--- src/rtl/chan_pkg.sv ---
package chan_pkg;

  localparam int CH_WORD_W = 36;
  localparam int CH_OP_W   = 3;
  localparam int CH_CNT_W  = 15;
  localparam int CH_ADDR_W = 15;

  typedef enum logic [2:0] {
    ST_IDLE,
    ST_FETCH,
    ST_DECIDE,
    ST_DEV_IN,
    ST_MEM_WR,
    ST_MEM_RD,
    ST_DEV_OUT,
    ST_DISC
  } chan_state_t;

endpackage

--- src/rtl/chan_regs.sv ---
module chan_regs #(
  parameter int WORD_W = 36,
  parameter int OP_W   = 3,
  parameter int CNT_W  = 15,
  parameter int ADDR_W = 15
) (
  input  logic              clk,
  input  logic              rst_n,
  input  logic              load_clc,
  input  logic [ADDR_W-1:0] clc_in,
  input  logic              ld_cmd,
  input  logic [OP_W-1:0]   op_in,
  input  logic [CNT_W-1:0]  cnt_in,
  input  logic [ADDR_W-1:0] addr_in,
  input  logic              word_done,
  input  logic              data_ld,
  input  logic [WORD_W-1:0] data_in,
  output logic [OP_W-1:0]   op_q,
  output logic [CNT_W-1:0]  wc_q,
  output logic [ADDR_W-1:0] cac_q,
  output logic [ADDR_W-1:0] clc_q,
  output logic [WORD_W-1:0] dreg_q
);

  function automatic logic [ADDR_W-1:0] addr_next(input logic [ADDR_W-1:0] a);
    return a + ADDR_W'(1);
  endfunction

  function automatic logic [CNT_W-1:0] count_next(input logic [CNT_W-1:0] c);
    return c - CNT_W'(1);
  endfunction

  // command location counter
  always_ff @(posedge clk or negedge rst_n) begin
    if (!rst_n)        clc_q <= '0;
    else if (load_clc) clc_q <= clc_in;
    else if (ld_cmd)   clc_q <= addr_next(clc_q);
  end

  // operation register, word counter, channel address counter
  always_ff @(posedge clk or negedge rst_n) begin
    if (!rst_n) begin
      op_q  <= '0;
      wc_q  <= '0;
      cac_q <= '0;
    end else if (ld_cmd) begin
      op_q  <= op_in;
      wc_q  <= cnt_in;
      cac_q <= addr_in;
    end else if (word_done) begin
      wc_q  <= count_next(wc_q);
      cac_q <= addr_next(cac_q);
    end
  end

  // data register
  always_ff @(posedge clk or negedge rst_n) begin
    if (!rst_n)       dreg_q <= '0;
    else if (data_ld) dreg_q <= data_in;
  end

endmodule

--- src/rtl/chan_seq.sv ---
module chan_seq #(
  parameter int CNT_W = 15
) (
  input  logic                  clk,
  input  logic                  rst_n,
  input  logic                  sel_i,
  input  logic                  start_i,
  input  logic                  mem_ack_i,
  input  logic                  dev_in_valid_i,
  input  logic                  dev_out_ready_i,
  input  logic                  op_dir_in,
  input  logic                  op_chain,
  input  logic [CNT_W-1:0]      wc_q,
  output chan_pkg::chan_state_t state_q,
  output logic                  ev_accept,
  output logic                  ev_fetch_done,
  output logic                  ev_in_take,
  output logic                  ev_rd_done,
  output logic                  ev_word_done
);
  import chan_pkg::*;

  chan_state_t state_d;
  logic        ev_wr_done;
  logic        ev_out_take;
  logic        cnt_zero;

  assign cnt_zero      = (wc_q == '0);
  assign ev_accept     = (state_q == ST_IDLE)    && sel_i && start_i;
  assign ev_fetch_done = (state_q == ST_FETCH)   && mem_ack_i;
  assign ev_in_take    = (state_q == ST_DEV_IN)  && dev_in_valid_i;
  assign ev_wr_done    = (state_q == ST_MEM_WR)  && mem_ack_i;
  assign ev_rd_done    = (state_q == ST_MEM_RD)  && mem_ack_i;
  assign ev_out_take   = (state_q == ST_DEV_OUT) && dev_out_ready_i;
  assign ev_word_done  = ev_wr_done || ev_out_take;

  always_comb begin
    state_d = state_q;
    unique case (state_q)
      ST_IDLE:    if (ev_accept)     state_d = ST_FETCH;
      ST_FETCH:   if (ev_fetch_done) state_d = ST_DECIDE;
      ST_DECIDE: begin
        if (cnt_zero)       state_d = op_chain ? ST_FETCH : ST_DISC;
        else if (op_dir_in) state_d = ST_DEV_IN;
        else                state_d = ST_MEM_RD;
      end
      ST_DEV_IN:  if (ev_in_take)    state_d = ST_MEM_WR;
      ST_MEM_WR:  if (ev_wr_done)    state_d = ST_DECIDE;
      ST_MEM_RD:  if (ev_rd_done)    state_d = ST_DEV_OUT;
      ST_DEV_OUT: if (ev_out_take)   state_d = ST_DECIDE;
      ST_DISC:                       state_d = ST_IDLE;
      default:                       state_d = ST_IDLE;
    endcase
  end

  always_ff @(posedge clk or negedge rst_n) begin
    if (!rst_n) state_q <= ST_IDLE;
    else        state_q <= state_d;
  end

endmodule

--- src/rtl/chan_port.sv ---
module chan_port #(
  parameter int WORD_W = 36,
  parameter int ADDR_W = 15
) (
  input  chan_pkg::chan_state_t state_q,
  input  logic [ADDR_W-1:0]     clc_q,
  input  logic [ADDR_W-1:0]     cac_q,
  input  logic [WORD_W-1:0]     dreg_q,
  output logic                  mem_req_o,
  output logic                  mem_we_o,
  output logic [ADDR_W-1:0]     mem_addr_o,
  output logic [WORD_W-1:0]     mem_wdata_o,
  output logic                  dev_in_ready_o,
  output logic                  dev_out_valid_o,
  output logic [WORD_W-1:0]     dev_out_data_o,
  output logic                  busy_o,
  output logic                  done_o
);
  import chan_pkg::*;

  logic st_fetch;

  assign st_fetch        = (state_q == ST_FETCH);
  assign mem_req_o       = st_fetch || (state_q == ST_MEM_WR) || (state_q == ST_MEM_RD);
  assign mem_we_o        = (state_q == ST_MEM_WR);
  assign mem_addr_o      = st_fetch ? clc_q : cac_q;
  assign mem_wdata_o     = dreg_q;
  assign dev_in_ready_o  = (state_q == ST_DEV_IN);
  assign dev_out_valid_o = (state_q == ST_DEV_OUT);
  assign dev_out_data_o  = dreg_q;
  assign busy_o          = (state_q != ST_IDLE);
  assign done_o          = (state_q == ST_DISC);

endmodule

--- src/rtl/chan_cmd_ctrl.sv ---
module chan_cmd_ctrl #(
  parameter int WORD_W = chan_pkg::CH_WORD_W,
  parameter int OP_W   = chan_pkg::CH_OP_W,
  parameter int CNT_W  = chan_pkg::CH_CNT_W,
  parameter int ADDR_W = chan_pkg::CH_ADDR_W
) (
  input  logic              clk,
  input  logic              rst_n,
  input  logic              sel_i,
  input  logic              start_i,
  input  logic [ADDR_W-1:0] start_addr_i,
  output logic              mem_req_o,
  output logic              mem_we_o,
  output logic [ADDR_W-1:0] mem_addr_o,
  output logic [WORD_W-1:0] mem_wdata_o,
  input  logic              mem_ack_i,
  input  logic [WORD_W-1:0] mem_rdata_i,
  input  logic              dev_in_valid_i,
  input  logic [WORD_W-1:0] dev_in_data_i,
  output logic              dev_in_ready_o,
  output logic              dev_out_valid_o,
  output logic [WORD_W-1:0] dev_out_data_o,
  input  logic              dev_out_ready_i,
  output logic              busy_o,
  output logic              done_o
);
  import chan_pkg::*;

  localparam int OP_LSB  = WORD_W - OP_W;
  localparam int CNT_LSB = OP_LSB - CNT_W;

  chan_state_t       state_q;
  logic              ev_accept, ev_fetch_done, ev_in_take, ev_rd_done, ev_word_done;
  logic [OP_W-1:0]   op_q;
  logic [CNT_W-1:0]  wc_q;
  logic [ADDR_W-1:0] cac_q, clc_q;
  logic [WORD_W-1:0] dreg_q;
  logic [OP_W-1:0]   cmd_op;
  logic [CNT_W-1:0]  cmd_cnt;
  logic [ADDR_W-1:0] cmd_addr;
  logic [WORD_W-1:0] data_src;

  assign cmd_op   = mem_rdata_i[WORD_W-1:OP_LSB];
  assign cmd_cnt  = mem_rdata_i[OP_LSB-1:CNT_LSB];
  assign cmd_addr = mem_rdata_i[ADDR_W-1:0];
  assign data_src = ev_in_take ? dev_in_data_i : mem_rdata_i;

  chan_seq #(.CNT_W(CNT_W)) u_seq (
    .clk             (clk),
    .rst_n           (rst_n),
    .sel_i           (sel_i),
    .start_i         (start_i),
    .mem_ack_i       (mem_ack_i),
    .dev_in_valid_i  (dev_in_valid_i),
    .dev_out_ready_i (dev_out_ready_i),
    .op_dir_in       (op_q[OP_W-1]),
    .op_chain        (op_q[0]),
    .wc_q            (wc_q),
    .state_q         (state_q),
    .ev_accept       (ev_accept),
    .ev_fetch_done   (ev_fetch_done),
    .ev_in_take      (ev_in_take),
    .ev_rd_done      (ev_rd_done),
    .ev_word_done    (ev_word_done)
  );

  chan_regs #(.WORD_W(WORD_W), .OP_W(OP_W), .CNT_W(CNT_W), .ADDR_W(ADDR_W)) u_regs (
    .clk       (clk),
    .rst_n     (rst_n),
    .load_clc  (ev_accept),
    .clc_in    (start_addr_i),
    .ld_cmd    (ev_fetch_done),
    .op_in     (cmd_op),
    .cnt_in    (cmd_cnt),
    .addr_in   (cmd_addr),
    .word_done (ev_word_done),
    .data_ld   (ev_in_take || ev_rd_done),
    .data_in   (data_src),
    .op_q      (op_q),
    .wc_q      (wc_q),
    .cac_q     (cac_q),
    .clc_q     (clc_q),
    .dreg_q    (dreg_q)
  );

  chan_port #(.WORD_W(WORD_W), .ADDR_W(ADDR_W)) u_port (
    .state_q         (state_q),
    .clc_q           (clc_q),
    .cac_q           (cac_q),
    .dreg_q          (dreg_q),
    .mem_req_o       (mem_req_o),
    .mem_we_o        (mem_we_o),
    .mem_addr_o      (mem_addr_o),
    .mem_wdata_o     (mem_wdata_o),
    .dev_in_ready_o  (dev_in_ready_o),
    .dev_out_valid_o (dev_out_valid_o),
    .dev_out_data_o  (dev_out_data_o),
    .busy_o          (busy_o),
    .done_o          (done_o)
  );

endmodule

--- config.mk ---
export PLATFORM = sky130hd
export DESIGN_NAME = chan_cmd_ctrl
export DESIGN_NICKNAME = d
export VERILOG_FILES = /design/src/rtl/chan_pkg.sv /design/src/rtl/chan_regs.sv /design/src/rtl/chan_seq.sv /design/src/rtl/chan_port.sv /design/src/rtl/chan_cmd_ctrl.sv
export SDC_FILE = /design/constraint.sdc
export NUM_CORES = 1
export LEC_CHECK = 0
export ABC_AREA = 1
export BUFFER_PORTS_ARGS = -buffer_cell sky130_fd_sc_hd__buf_2
export CORE_ASPECT_RATIO = 1.75
export CORE_UTILIZATION = 35
export DETAILED_ROUTE_END_ITERATION = 8
export MAX_ROUTING_LAYER = met4
export PLACE_DENSITY_LB_ADDON = 0.12
export REMOVE_ABC_BUFFERS = 1
export SLEW_MARGIN = 20
export SYNTH_ARGS = -nofsm -noshare
export SYNTH_HDL_FRONTEND = slang
export SYNTH_SLANG_ARGS = --single-unit
export TNS_END_PERCENT = 1
--- constraint.sdc ---
create_clock -name clk -period 2.2 [get_ports clk]
set_clock_uncertainty 0.15 [all_clocks]
set_input_delay 0.44 -clock clk [delete_from_list [all_inputs] [get_ports clk]]
set_output_delay 0.44 -clock clk [all_outputs]
set_load 0.05 [all_outputs]
==> results.cfg, run 1 <==
[sta]
slew_headroom = 0.536
holdWs_ns = -0.0318
slew_viol_final = 0
setup_viol = 0
hold_viol_final = 22
fmax_mhz = 467
period_minus_slack_ns = 2.14
fin_ws_ns = 0.0589
tightest_slew_ns = 0.694
rsz0062_at_grt = false
period_share = 0.973

[yosys]
synth_common_cells = 216 x nand2_1, 90 x o21ai_0, 86 x dfrtp_1, 66 x inv_1, 65 x nor2_1
yosysTopAreaCell = dfrtp_1
synthCells = 741
yosysWarningCount = 0
synth_ff_type = dfrtp_1
synth_top_area_frac = 0.404
ys_ff_latch = 86
post_synth.cell_area_avg_um2 = 7.19
ys_seq_area_frac = 0.404
syn-cell-area_um2 = 5330
yosysMostFrequentCell = nand2_1
synthArstFlopShare = 1.00
synth.area.top_cells = dfrtp_1 40%, nand2_1 15%, o21ai_0 8.5%
synth_edf_count = 0
ys_types = 31

[global_routing]
overflow = 0
grt_max_degree = 87
grt_pass1_wl_mm = 26.0
grt_usage = 0.223
antenna_found_initial = 0
grt_pass1_vias = 5204

[detailed_routing]
detail_route.iter0.violations = 254
num_vias = 5282
drt-total-wl_mm = 16.3
post-route-drc-count = 0
vias_per_cell = 4.86
first_pass_iters = 4
route.antenna.remaining_nets = 0
wl_per_cell_um = 15.1

[die]
rows = 59
die_y_um = 165
die_width_um = 95.3
dieArea_um2 = 15700
start_util = 0.359
io_pins = 187
core_area_um2 = 14800

[clock_tree]
clock_sinks = 86
numCtsBuffers = 9
clk_path_buf_depth = 2
ctsHoldBuffers = 0
cts_tree = done
htreeDepth = 3
clk_root_buffer_cell = clkbuf_16
clk_latency_ns = 0.34
clk_pin_slew_worst_paths_ns = 0.07

[placement]
gp_congestion = 0.845
dp_slack_ns = 0.285
dp_hpwl_mm = 12.1
io_buffers = 186

[finish]
multiInputGateArea_um2 = 2480
layout-drive-gt1-share = 0.276
fillCellCount = 1599
n_antenna_cell = 0
nets = 996
seqCellArea_um2 = 2150
syn_to_final_growth_pct = 24.1

[critical_path]
worstReg2RegEnd = u_regs.clc_q[11]$_DFFE_PN0P_
rr_startpoint = u_seq.state_q[2]$_DFFE_PN0P_
crit_fanout = 6
r2r_slack_ns = 0.30
critPathLaunchType = register
criticalPathCategory = register to primary output
cp-end-kind = primary output
r2r_cells = 10
worstPathRequired_ns = 1.61
arrival_ns = 1.55

[status]
violations = hold timing
status = finished with violations

[pwr]
ir_drop_v = 0.00110
finalPower_uw = 12000
p_per_area_nw_per_um2 = 1820
p_leak_uw = 0.00349

[min_path]
holdCritPathClass = input port to async pin

[flow_run]
cap_violations = 0
-- power breakdown --
group	switching, µW	internal [µW]	total (µW)
sequential	720	2340	3060
clock	713	898	1610
combinational	5430	1910	7340
-- repair_timing --
| item | 4_1_cts | 5_1_grt |
|---|---|---|
| hold endpoints to repair | 0 | 0 |
| setup buffers | 0 | 2 |
| resized for setup | 10 | 14 |
| endpoints found under the setup margin | 11 | 14 |
| pin swaps | 0 | 0 |
-- how the worst max path moves through the flow --
stage / start / to / slack (ns) / cells after the start
2_1_floorplan: u_seq.state_q[0]$_DFFE_PN0P_ / u_regs.dreg_q[0]$_DFFE_PN0P_ / -0.42 / 7
3_3_place_gp: u_seq.state_q[0]$_DFFE_PN0P_ / mem_addr_o[0] / 0.29 / 4
3_5_place_dp: u_seq.state_q[0]$_DFFE_PN0P_ / mem_addr_o[0] / 0.28 / 4
4_1_cts: u_seq.state_q[2]$_DFFE_PN0P_ / mem_addr_o[10] / 0.01 / 5
5_1_grt: u_seq.state_q[2]$_DFFE_PN0P_ / mem_addr_o[10] / 0.005 / 5
6_report: u_seq.state_q[0]$_DFFE_PN0P_ / mem_addr_o[6] / 0.06 / 4
-- registers in the layout (all words and copies together) (netlist names) --
register / cells
u_regs.wc_q: 15
u_regs.cac_q: 15
u_regs.dreg_q: 36
u_seq.state_q: 3
u_regs.op_q: 2
u_regs.clc_q: 15
-- layer usage --
metal / vias up / part of all wire / GRT usage
li1: 2659 / - / -
met5: - / 0 / -
met4: 0 / 0.031 / 0.0895
met3: 29 / 0.035 / 0.0243
met2: 150 / 0.54 / 0.403
met1: 2444 / 0.40 / 0.245
-- cell type report --
class | instances | area share
clock inverters | 7 | 0.0119
inverters | 73 | 0.0416
flip-flops and latches | 86 | 0.326
repair buffers | 208 | 0.177
multi-input cells | 520 | 0.375
clock buffers | 9 | 0.0341
well taps | 183 | 0.0346
-- placed cells by master, fill, tap and decap left out, drive strengths merged, types with 4 or more instances in the layout --
| master | count |
|---|---|
| o21ai | 106 |
| xnor2 | 7 |
| dfrtp | 86 |
| nor3 | 15 |
| nand4 | 8 |
| clkbuf | 10 |
| ha | 4 |
| nand3 | 33 |
| a21oi | 13 |
| inv | 76 |
| xor2 | 16 |
| buf | 207 |
| nand2 | 223 |
| nor2 | 69 |
| o211ai | 18 |
-- worst max-delay path, stage by stage (launching register included) --
cell,delay [ns]
dfrtp_2,0.47
nand3_4,0.15
inv_2,0.08
o21ai_0,0.21
buf_2,0.31
-- cell families after synthesis --
logic type,synth area share
compound gates,0.145
xor+xnor,0.0378
fa+ha+maj,0.00939
buf+inv,0.131
flops,0.404
simple gates,0.273
-- per-stage QoR --
step | util | hold slack, ns | setup TNS (ns) | cell area (µm²) | std cells
2_1_floorplan | - | -0.00559 | -28.15 | 4910 | 679
3_3_place_gp | 0.422 | 0.332 | 0 | 6260 | 1068
3_5_place_dp | 0.422 | 0.334 | 0 | 6260 | 1068
4_1_cts | 0.443 | 0.00574 | 0 | 6580 | 1084
5_1_grt | 0.446 | 0.0123 | 0 | 6610 | 1086
6_report | 0.446 | -0.0318 | 0 | 6610 | 1086
Note: power is estimated with default switching activity, not from simulation.
==> inputs of run 2 (changes only) <==
PLACE_DENSITY_LB_ADDON = unset   (was 0.12)
==> run 2 against run 1 <==
  * The run still ends with hold timing left
  * Critical path depth rose by 1
  * Final cell count fell by 0.46%
  * Flip-flop and latch count is the same
  * Via count decreased by 0.72%
  * Die area is the same
  * Largest power group unchanged
==> results.cfg, run 2 (synthesis results as in run 1) <==
[sta]
tightest_slew_ns = 0.715
fmax_mhz = 461
period_minus_slack_ns = 2.17
slew_headroom = 0.523
hold_viol_final = 15
holdWs_ns = -0.0220
rsz0062_at_grt = true
period_share = 0.987
fin_ws_ns = 0.0293
setup_viol = 0
slew_viol_final = 0

[clock_tree]
clk_pin_slew_worst_paths_ns = 0.07
clk_latency_ns = 0.34
clock_sinks = 86
clk_path_buf_depth = 2
htreeDepth = 3
numCtsBuffers = 9
clk_root_buffer_cell = clkbuf_16
cts_tree = done

[die]
die_width_um = 95.3
core_area_um2 = 14800
rows = 59
die_y_um = 165
dieArea_um2 = 15700
io_pins = 187
start_util = 0.359

[finish]
final_util = 0.444
final_cell_mix = 216 x nand2_1, 173 x buf_2, 84 x dfrtp_1
nets = 991
layout-drive-gt1-share = 0.273
fillCellCount = 1583
n_antenna_cell = 0
fin_area_um2 = 6590
multiInputGateArea_um2 = 2490
regMostFlops = u_regs.dreg_q
largest_reg_flops = 36
final_common_cell = nand2_1
syn_to_final_growth_pct = 23.7
seqCellArea_um2 = 2150
final_cell_count_no_fill = 1081

[placement]
dp_hpwl_mm = 11.7
dp_slack_ns = 0.168
dpl-instance-area_um2 = 6230
io_buffers = 186
gp_congestion = 0.873
dp.cells = 1064

[critical_path]
critPathLaunchType = register
worstReg2RegEnd = u_regs.cac_q[8]$_DFFE_PN0P_
cp-end-kind = primary output
criticalPathCategory = register to primary output
worstPathRequired_ns = 1.61
arrival_ns = 1.58
r2r_cells = 9
r2r_slack_ns = 0.20
rr_startpoint = u_seq.state_q[2]$_DFFE_PN0P_
crit_fanout = 21

[detailed_routing]
post-route-drc-count = 0
wl_per_cell_um = 14.7
highest_layer = met4
drt-total-wl_mm = 15.9
drt-met1-wl_mm = 6.27
vias_per_cell = 4.85
num_vias = 5244
wl_met2_mm = 8.60
route.antenna.remaining_nets = 0
detail_route.iter0.violations = 245
first_pass_iters = 4
wl_met3_um = 505

[global_routing]
grt_pass1_wl_mm = 24.7
overflow = 0
grt_pass1_vias = 5050
grt_max_degree = 87
antenna_found_initial = 0
grt_usage = 0.213

[pwr]
switching_share = 0.565
combPwrFrac = 0.613
p_per_area_nw_per_um2 = 1820
ir_drop_v = 0.000965
p_leak_uw = 0.00347
p_int_uw = 5200
clockPowerShare = 0.132
power_switching_uw = 6770
power_frac_seq = 0.255

[flow_run]
cap_violations = 0

[status]
status = finished with violations
violations = hold timing

[min_path]
holdCritPathClass = input port to async pin
## run 2: stage by stage
stage / power [µW] / setup TNS (ns)
finish: 12000 / 0
global route: 12800 / -0.149
CTS: 12000 / 0
detailed placement: 10300 / 0
global placement: 10200 / 0
floorplan: 8330 / -28.15
## run 2: power by group through the flow
stage	clock network (µW)	registers [µW]	logic, µW
finish	1580	3050	7340
global route	1660	3180	7970
CTS	1620	3050	7370
detailed placement	0	3060	7230
global placement	0	3070	7170
floorplan	0	5170	3150
## run 2: final cells by class
class                           count  share of cell area
Multi-Input combinational cell    520               0.377
Sequential cell                    86               0.327
Timing Repair Buffer              203               0.174
Inverter                           73              0.0418
Clock buffer                       12              0.0389
Tap cell                          183              0.0347
Clock inverter                      4             0.00684
## run 2: worst max path at each step
stage	start	to	slack (ns)	depth (start not counted)
floorplan	u_seq.state_q[0]$_DFFE_PN0P_	u_regs.dreg_q[0]$_DFFE_PN0P_	-0.42	7
global placement	u_seq.state_q[2]$_DFFE_PN0P_	mem_addr_o[10]	0.16	5
detailed placement	u_seq.state_q[2]$_DFFE_PN0P_	mem_addr_o[10]	0.17	5
CTS	u_seq.state_q[2]$_DFFE_PN0P_	mem_addr_o[14]	0.007	5
global route	u_seq.state_q[2]$_DFFE_PN0P_	mem_addr_o[14]	-0.03	5
finish	u_seq.state_q[2]$_DFFE_PN0P_	mem_addr_o[4]	0.03	5
## run 2: metal layers
layer,vias up,track usage
met3,27,0.0183
met1,2440,0.239
met2,128,0.375
met5,-,-
met4,0,0.101
li1,2649,-
## run 2: critical path: stages (launching register included)
cell	delay (ns)
dfrtp_2	0.44
inv_2	0.09
nand3_4	0.13
buf_12	0.19
o21ai_0	0.16
buf_4	0.22
## run 2: repair_timing
action,4_1_cts,5_1_grt
setup buffers,1,0
endpoints found under the setup margin,13,12
hold endpoints to repair,0,0
gates resized for setup,18,9
hold buffers,0,0
